**config.mk**
```make
export PLATFORM = sky130hd
export DESIGN_NAME = twowire_cmd_slave
export DESIGN_NICKNAME = d
export VERILOG_FILES = /design/src/rtl/i2cs_pkg.sv /design/src/rtl/i2cs_line_filter.sv /design/src/rtl/i2cs_bus_events.sv /design/src/rtl/i2cs_frame.sv /design/src/rtl/twowire_cmd_slave.sv
export SDC_FILE = /design/constraint.sdc
export NUM_CORES = 1
export LEC_CHECK = 0
export BUFFER_PORTS_ARGS = -buffer_cell sky130_fd_sc_hd__buf_2
export CAP_MARGIN = 10
export CORE_MARGIN = 2
export CORE_UTILIZATION = 50
export DETAILED_ROUTE_END_ITERATION = 8
export GPL_TIMING_DRIVEN = 0
export PLACE_DENSITY = 0.72
export SYNTH_ARGS = -nofsm -noshare
export SYNTH_HDL_FRONTEND = slang
export SYNTH_SLANG_ARGS = --single-unit
```
**constraint.sdc**
```tcl
create_clock -name clk -period 1.6 [get_ports clk]
set_input_delay 0.16 -clock clk [delete_from_list [all_inputs] [get_ports clk]]
set_output_delay 0.16 -clock clk [all_outputs]
set_load 0.05 [all_outputs]
```
**src/rtl/i2cs_pkg.sv**
```systemverilog
// Shared widths and the frame state type of the two-wire command slave.
// Assumes a fixed 16-bit write word: command, data, two sub-bits.
package i2cs_pkg;
    localparam int BYTE_W   = 8;
    localparam int ADDR_W   = 7;
    localparam int CMD_W    = 4;
    localparam int DATA_W   = 10;
    localparam int SUB_W    = 2;
    localparam int HI_DATA  = BYTE_W - CMD_W;      // data bits in byte 0
    localparam int LO_DATA  = DATA_W - HI_DATA;    // data bits in byte 1
    localparam int CNT_W    = $clog2(BYTE_W + 1);
    localparam int NUM_LINES = 2;                  // index 0 = SCL, 1 = SDA

    typedef enum logic [2:0] {
        ST_IDLE,
        ST_ADDR,
        ST_AACK,
        ST_WBYTE,
        ST_WACK,
        ST_RBYTE,
        ST_RACK
    } frame_state_t;
endpackage

```
**src/rtl/i2cs_line_filter.sv**
```systemverilog
// Synchronises one bus line into the clock domain and removes glitches.
// The output follows the input only after FILT_LEN equal synchronised
// samples in a row. Assumes the line idles high (reset value 1).
module i2cs_line_filter #(
    parameter int FILT_LEN = 2
) (
    input  logic clk,
    input  logic rst_n,
    input  logic raw_i,
    output logic clean_o
);
    logic [1:0]          sync_q;
    logic [FILT_LEN-1:0] hist_q;
    logic                clean_q;

    // Two-flop synchroniser, sample history and filtered level.
    always_ff @(posedge clk) begin
        if (!rst_n) begin
            sync_q  <= '1;
            hist_q  <= '1;
            clean_q <= 1'b1;
        end else begin
            sync_q <= {sync_q[0], raw_i};
            hist_q <= (hist_q << 1) | FILT_LEN'(sync_q[1]);
            if (&hist_q) begin
                clean_q <= 1'b1;
            end else if (~|hist_q) begin
                clean_q <= 1'b0;
            end
        end
    end

    assign clean_o = clean_q;
endmodule

```
**src/rtl/i2cs_bus_events.sv**
```systemverilog
// Turns the filtered SCL and SDA levels into single-cycle events:
// SCL rise, SCL fall, START (SDA falls, SCL high) and STOP (SDA rises,
// SCL high). Assumes both inputs are already synchronous and clean.
module i2cs_bus_events (
    input  logic clk,
    input  logic rst_n,
    input  logic scl_lvl,
    input  logic sda_lvl,
    output logic scl_rise,
    output logic scl_fall,
    output logic start_ev,
    output logic stop_ev
);
    logic scl_q;
    logic sda_q;

    // Remembers the previous levels for edge detection.
    always_ff @(posedge clk) begin
        if (!rst_n) begin
            scl_q <= 1'b1;
            sda_q <= 1'b1;
        end else begin
            scl_q <= scl_lvl;
            sda_q <= sda_lvl;
        end
    end

    assign scl_rise = scl_lvl & ~scl_q;
    assign scl_fall = ~scl_lvl & scl_q;
    assign start_ev = scl_lvl & scl_q & sda_q & ~sda_lvl;
    assign stop_ev  = scl_lvl & scl_q & ~sda_q & sda_lvl;
endmodule

```
**src/rtl/i2cs_frame.sv**
```systemverilog
// Frame sequencer. It checks the address one bit at a time, drives the
// ACKs, collects the two write bytes and commits them, and shifts out the
// readback. Assumes one-cycle events from i2cs_bus_events. The SDA drive
// changes only on an SCL fall.
module i2cs_frame
    import i2cs_pkg::*;
#(
    parameter logic [ADDR_W-2:0] ADDR_HI = 6'b011010
) (
    input  logic              clk,
    input  logic              rst_n,
    input  logic              scl_rise,
    input  logic              scl_fall,
    input  logic              start_ev,
    input  logic              stop_ev,
    input  logic              sda_lvl,
    input  logic              addr_lo,
    input  logic [DATA_W-1:0] rdback,
    output logic              drive_low,
    output logic              commit,
    output logic [CMD_W-1:0]  cmd,
    output logic [DATA_W-1:0] data,
    output logic              busy
);
    localparam logic [CNT_W-1:0] LAST_ADDR = CNT_W'(ADDR_W - 1);
    localparam logic [CNT_W-1:0] FULL_BYTE = CNT_W'(BYTE_W);

    frame_state_t        state_q;
    logic [CNT_W-1:0]    cnt_q;
    logic [BYTE_W-1:0]   rx_q;
    logic [BYTE_W-1:0]   hi_q;
    logic [BYTE_W-1:0]   tx_q;
    logic [ADDR_W-1:0]   exp_q;
    logic                second_q;
    logic                rw_q;
    logic                mack_q;
    logic                fresh_q;   // still inside the START's SCL high pulse
    logic                nz_q;      // a 1 has been seen among the address bits
    logic                drive_q;
    logic                commit_q;
    logic [CMD_W-1:0]    cmd_q;
    logic [DATA_W-1:0]   data_q;
    logic [BYTE_W-1:0]   rd_hi;
    logic [BYTE_W-1:0]   rd_lo;

    assign rd_hi = {{CMD_W{1'b0}}, rdback[DATA_W-1 -: HI_DATA]};
    assign rd_lo = {rdback[LO_DATA-1:0], {SUB_W{1'b0}}};

    // Main sequencer: framing, address compare, ACKs, commit and readback.
    always_ff @(posedge clk) begin
        if (!rst_n) begin
            state_q  <= ST_IDLE;
            cnt_q    <= '0;
            rx_q     <= '0;
            hi_q     <= '0;
            tx_q     <= '0;
            exp_q    <= '0;
            second_q <= 1'b0;
            rw_q     <= 1'b0;
            mack_q   <= 1'b0;
            fresh_q  <= 1'b0;
            nz_q     <= 1'b0;
            drive_q  <= 1'b0;
            commit_q <= 1'b0;
            cmd_q    <= '0;
            data_q   <= '0;
        end else begin
            commit_q <= 1'b0;
            if (start_ev) begin
                state_q  <= ST_ADDR;
                cnt_q    <= '0;
                exp_q    <= {ADDR_HI, addr_lo};
                second_q <= 1'b0;
                fresh_q  <= 1'b1;
                nz_q     <= 1'b0;
                drive_q  <= 1'b0;
            end else if (stop_ev && !fresh_q) begin
                state_q <= ST_IDLE;
                drive_q <= 1'b0;
            end else begin
                if (scl_fall) begin
                    fresh_q <= 1'b0;
                end
                case (state_q)
                    ST_ADDR: begin
                        if (scl_rise) begin
                            cnt_q <= cnt_q + 1'b1;
                            if (cnt_q <= LAST_ADDR) begin
                                exp_q <= exp_q << 1;
                                if (sda_lvl) begin
                                    nz_q <= 1'b1;
                                end
                                if (sda_lvl != exp_q[ADDR_W-1]) begin
                                    state_q <= ST_IDLE;
                                end else if (cnt_q == LAST_ADDR && !nz_q && !sda_lvl) begin
                                    state_q <= ST_IDLE;
                                end
                            end else begin
                                rw_q <= sda_lvl;
                            end
                        end else if (scl_fall && cnt_q == FULL_BYTE) begin
                            drive_q <= 1'b1;
                            state_q <= ST_AACK;
                        end
                    end
                    ST_AACK: begin
                        if (scl_fall) begin
                            cnt_q    <= '0;
                            second_q <= 1'b0;
                            if (rw_q) begin
                                tx_q    <= rd_hi;
                                drive_q <= ~rd_hi[BYTE_W-1];
                                state_q <= ST_RBYTE;
                            end else begin
                                drive_q <= 1'b0;
                                state_q <= ST_WBYTE;
                            end
                        end
                    end
                    ST_WBYTE: begin
                        if (scl_rise) begin
                            rx_q  <= {rx_q[BYTE_W-2:0], sda_lvl};
                            cnt_q <= cnt_q + 1'b1;
                        end else if (scl_fall && cnt_q == FULL_BYTE) begin
                            drive_q <= 1'b1;
                            state_q <= ST_WACK;
                        end
                    end
                    ST_WACK: begin
                        if (scl_fall) begin
                            drive_q <= 1'b0;
                            cnt_q   <= '0;
                            state_q <= ST_WBYTE;
                            if (!second_q) begin
                                hi_q     <= rx_q;
                                second_q <= 1'b1;
                            end else begin
                                second_q <= 1'b0;
                                if (rx_q[SUB_W-1:0] == '0) begin
                                    commit_q <= 1'b1;
                                    cmd_q    <= hi_q[BYTE_W-1 -: CMD_W];
                                    data_q   <= {hi_q[HI_DATA-1:0], rx_q[BYTE_W-1 -: LO_DATA]};
                                end
                            end
                        end
                    end
                    ST_RBYTE: begin
                        if (scl_rise) begin
                            cnt_q <= cnt_q + 1'b1;
                        end else if (scl_fall) begin
                            if (cnt_q == FULL_BYTE) begin
                                drive_q <= 1'b0;
                                state_q <= ST_RACK;
                            end else begin
                                drive_q <= ~tx_q[BYTE_W-2];
                                tx_q    <= tx_q << 1;
                            end
                        end
                    end
                    ST_RACK: begin
                        if (scl_rise) begin
                            mack_q <= ~sda_lvl;
                        end else if (scl_fall) begin
                            if (mack_q && !second_q) begin
                                second_q <= 1'b1;
                                cnt_q    <= '0;
                                tx_q     <= rd_lo;
                                drive_q  <= ~rd_lo[BYTE_W-1];
                                state_q  <= ST_RBYTE;
                            end else begin
                                state_q <= ST_IDLE;
                            end
                        end
                    end
                    default: ;
                endcase
            end
        end
    end

    assign drive_low = drive_q;
    assign commit    = commit_q;
    assign cmd       = cmd_q;
    assign data      = data_q;
    assign busy      = (state_q != ST_IDLE);
endmodule

```
**src/rtl/twowire_cmd_slave.sv**
```systemverilog
// Top of the two-wire command slave. It filters both bus lines, derives
// the bus events and runs the frame sequencer. Assumes the pad logic
// returns the wired-AND bus level on sda_i, and that sda_drive_low_o
// enables an open-drain pull-down.
module twowire_cmd_slave
    import i2cs_pkg::*;
#(
    parameter logic [ADDR_W-2:0] ADDR_HI  = 6'b011010,
    parameter int                FILT_LEN = 2
) (
    input  logic              clk,
    input  logic              rst_n,
    input  logic              scl_i,
    input  logic              sda_i,
    input  logic              addr_sel_i,
    input  logic [DATA_W-1:0] rdback_i,
    output logic              sda_drive_low_o,
    output logic              commit_o,
    output logic [CMD_W-1:0]  cmd_o,
    output logic [DATA_W-1:0] data_o
);
    logic [NUM_LINES-1:0] raw_lines;
    logic [NUM_LINES-1:0] clean_lines;
    logic scl_lvl;
    logic sda_lvl;
    logic scl_rise;
    logic scl_fall;
    logic start_ev;
    logic stop_ev;
    logic busy;

    assign raw_lines = {sda_i, scl_i};

    // One synchroniser and glitch filter per bus line.
    generate
        for (genvar g = 0; g < NUM_LINES; g++) begin : g_line
            i2cs_line_filter #(.FILT_LEN(FILT_LEN)) u_filt (
                .clk     (clk),
                .rst_n   (rst_n),
                .raw_i   (raw_lines[g]),
                .clean_o (clean_lines[g])
            );
        end
    endgenerate

    assign scl_lvl = clean_lines[0];
    assign sda_lvl = clean_lines[1];

    i2cs_bus_events u_events (
        .clk      (clk),
        .rst_n    (rst_n),
        .scl_lvl  (scl_lvl),
        .sda_lvl  (sda_lvl),
        .scl_rise (scl_rise),
        .scl_fall (scl_fall),
        .start_ev (start_ev),
        .stop_ev  (stop_ev)
    );

    i2cs_frame #(.ADDR_HI(ADDR_HI)) u_frame (
        .clk       (clk),
        .rst_n     (rst_n),
        .scl_rise  (scl_rise),
        .scl_fall  (scl_fall),
        .start_ev  (start_ev),
        .stop_ev   (stop_ev),
        .sda_lvl   (sda_lvl),
        .addr_lo   (addr_sel_i),
        .rdback    (rdback_i),
        .drive_low (sda_drive_low_o),
        .commit    (commit_o),
        .cmd       (cmd_o),
        .data      (data_o),
        .busy      (busy)
    );
endmodule

```
==> results.py <==
metrics = {
    "timing": {
        "fin_crit_sh_pct": 108,
        "slew_headroom_pct": 52.2,
        "setup_slack_ns": -0.126,
        "clock.fmax_mhz": 579,
        "worst_pin_slew_ns": 0.717,
        "setup_violations": 15,
        "rsz0062_at_grt": "true",
        "finClkSkew_ns": 0.0123,
        "drv_slew": 0,
        "post-route-min-period_ns": 1.73,
        "holdWs_ns": 0.00945,
        "finalHoldViolCount": 0,
    },
    "placement": {
        "io_buffers": 30,
        "place_ws_ns": -0.207,
        "place_congestion": 0.905,
        "hpwl_mm": 4.35,
    },
    "cells_and_area": {
        "n_antenna_cell": 0,
        "area_growth_pct": 31.9,
        "fill_cells": 469,
        "fin_nets": 425,
        "layout-drive-gt1-share_pct": 34.2,
        "seqCellArea_sq_um": 1420,
        "multi_input_area_sq_um": 1730,
    },
    "clock_tree": {
        "cts_sinks": 70,
        "cts_max_level": 3,
        "clk_pin_slew_worst_paths_ns": 0.09,
        "insertion_delay_ns": 0.35,
        "cts_tree": "yes",
        "cts_inserted_buffers": 9,
        "clk_path_buf_depth": 2,
        "root_buffer": "clkbuf_8",
    },
    "global_routing": {
        "grt_max_degree": 15,
        "grt-ovfl-total": 0,
        "grt_pass1_wl_mm": 11.4,
        "grt_pass1_vias": 2448,
        "antenna_found_initial": 0,
        "grt_use_total_pct": 22.0,
    },
    "worst_setup_path": {
        "cp-start-kind": "register",
        "r2r_setup_slack_ns": -0.13,
        "crit_chain": "buf_6, nor3b_4, nand3_2, or3_4, clkbuf_16, nand2_2, a21oi_1",
        "slowest_delay_ns": 0.48,
        "critical-path-top-delay-family": "simple AND/OR/NAND/NOR gates",
        "crit_fanout": 7,
        "endpoint_kind": "register",
        "path_class": "register to register",
        "critPathSlowestCell": "or3_4",
        "cp_num_buf_inv": 2,
        "cp_data_arrival_time_ns": 1.93,
        "crit_required_ns": 1.81,
    },
    "yosys": {
        "syn_avg_cell_area_sq_um": 8.76,
        "synth_edf_count": 0,
        "yosysTopAreaCell": "dfxtp_1",
        "synth_fp_nets": 363,
        "ys.flop_type": "dfxtp_1",
        "ys_ff_latch": 70,
        "synthTopCellsByArea": "dfxtp_1 (46%), mux2i_1 (9.3%), nand2_1 (6.1%), a21oi_1 (5.6%), nor2_1 (4.3%)",
        "synth_top_area_share_pct": 46.4,
        "synthCells": 345,
        "yosys_warnings": 0,
        "synth-async-reset-ratio_pct": 0,
        "synth_area_sq_um": 3020,
        "ys_types": 48,
        "ys_seq_area_share_pct": 46.4,
    },
    "detailed_routing": {
        "met3_length_um": 253,
        "drc_errors": 0,
        "routed_via_density": 5.46,
        "vias": 2661,
        "ant_nets": 0,
        "wl_per_cell_um": 14.8,
        "first_pass_iters": 4,
        "drt-met1-wl_mm": 3.30,
        "route.met2.wl_mm": 3.52,
        "highest_layer": "met4",
        "drtIter0Drc": 162,
        "routed_wirelength_mm": 7.22,
    },
    "floorplan": {
        "die_x_um": 81.8,
        "die_y_um": 81.8,
        "ioPinCount": 31,
        "fp.coreArea_sq_um": 5890,
        "dieArea_sq_um": 6680,
        "rows": 28,
        "initial_utilization_pct": 51.4,
    },
    "run_status": {
        "violations": "negative setup slack",
        "status": "finished, violations left",
    },
    "pwr": {
        "p_per_area_nw_per_um2": 828,
        "vdd_ir_drop_max_mv": 0.619,
        "leakage_nw": 1.52,
    },
    "flow_run": {
        "drv_cap": 0,
    },
    "min_path": {
        "hp-class": "primary input to register",
    },
}
power by group:
| part | leakage, nW | total (mW) | internal (mW) | switching (mW) |
|---|---|---|---|---|
| Sequential | 0.568 | 1.74 | 1.74 | 0.00227 |
| Clock | 0.0968 | 1.48 | 0.739 | 0.741 |
| Combinational | 0.853 | 0.0767 | 0.0292 | 0.0474 |
| Total | 1.52 | 3.30 | 2.51 | 0.791 |
state kept, by name (all words and copies together) (netlist names), 3 cells and up:
register and count:
u_frame.cnt_q 4, u_frame.rx_q 8, u_frame.data 10, g_line.u_filt.hist_q 4
u_frame.state_q 3, u_frame.cmd 4, u_frame.hi_q 8, u_frame.tx_q 7
u_frame.exp_q 7, g_line.u_filt.sync_q 4
logic make-up (layout without fill, tap and decap cells):
| group | count (synthesis) | count (layout) | share of synthesized area (%) |
|---|---|---|---|
| multiplexers | 28 | 28 | 9.27 |
| AND/OR/NAND/NOR | 142 | 142 | 23.3 |
| XOR/XNOR | 4 | 4 | 1.16 |
| buffers and inverters | 30 | 97 | 4.68 |
| adder cells (fa/ha/maj) | 3 | 3 | 1.24 |
| flip-flops | 70 | 70 | 46.4 |
| AO/OA/AOI/OAI | 68 | 68 | 14.0 |
final timing paths:
kind                                end  cells after the start                        from
max                     u_frame.data[8]                      7          u_frame.state_q[0]
min          g_line[0].u_filt.sync_q[0]                      2                       scl_i
max reg2reg             u_frame.data[8]                      7          u_frame.state_q[0]
min reg2reg  g_line[0].u_filt.hist_q[0]                      1  g_line[0].u_filt.sync_q[1]
layout make-up:
class | count | area share (%)
clock buffers | 9 | 3.11
flip-flops and latches | 70 | 35.6
multi-input cells | 245 | 43.3
well taps | 75 | 2.35
plain buffers | 18 | 3.39
repair buffers | 53 | 9.19
clock inverters | 7 | 2.01
inverters | 10 | 1.10
synthesized netlist by cell type (5+ instances only):
cell type and count:
a21oi_1 34, buf_2 8, clkbuf_1 7, dfxtp_1 70
inv_1 8, mux2i_1 28, nand2_1 49, nand2b_1 15
nand3_1 6, nand4_1 7, nor2_1 35, nor2b_1 7
o21ai_0 7, o22ai_1 5
cell usage in the layout, fill, tap and decap left out, drive strengths merged, types with 2 or more instances in the layout:
cell / n
a211o: 2
a21oi: 34
a22o: 4
a311oi: 2
a31oi: 4
and2: 3
and3: 4
buf: 62
clkbuf: 17
clkinvlp: 3
dfxtp: 70
ha: 3
inv: 12
mux2i: 28
nand2: 50
nand2b: 15
nand3: 6
nand3b: 3
nand4: 7
nand4b: 2
nor2: 36
nor2b: 7
nor3: 2
o21ai: 7
o21bai: 2
o221ai: 2
o22a: 2
o22ai: 5
or3: 2
or3b: 2
xor2: 3
routing by layer:
metal | track usage (%) | up-vias
li1 | - | 1311
met1 | 29.2 | 1276
met2 | 35.5 | 60
met3 | 4.51 | 14
met4 | 8.00 | 0
met5 | 0 | -
repair_timing:
action,CTS,global route
hold endpoints to repair,1,0
buffers inserted,6,15
hold buffers,1,0
cloned,0,1
endpoints found under the setup margin,54,53
gates resized for setup,33,63
pin swaps,2,36
stage by stage:
step / cells / TNS, ns / util [%] / instance area [sq um] / power [mW]
6_report: 487 / -1.07 / 67.8 / 3990 / 3.30
2_1_floorplan: 345 / 0 / - / 3020 / 1.83
5_1_grt: 487 / -3.00 / 67.8 / 3990 / 3.40
4_1_cts: 473 / -0.245 / 62.0 / 3650 / 3.31
3_3_place_gp: 450 / -4.86 / 55.5 / 3270 / 1.86
3_5_place_dp: 450 / -6.34 / 55.5 / 3270 / 1.86
Note: power is estimated with default switching activity, not from simulation.
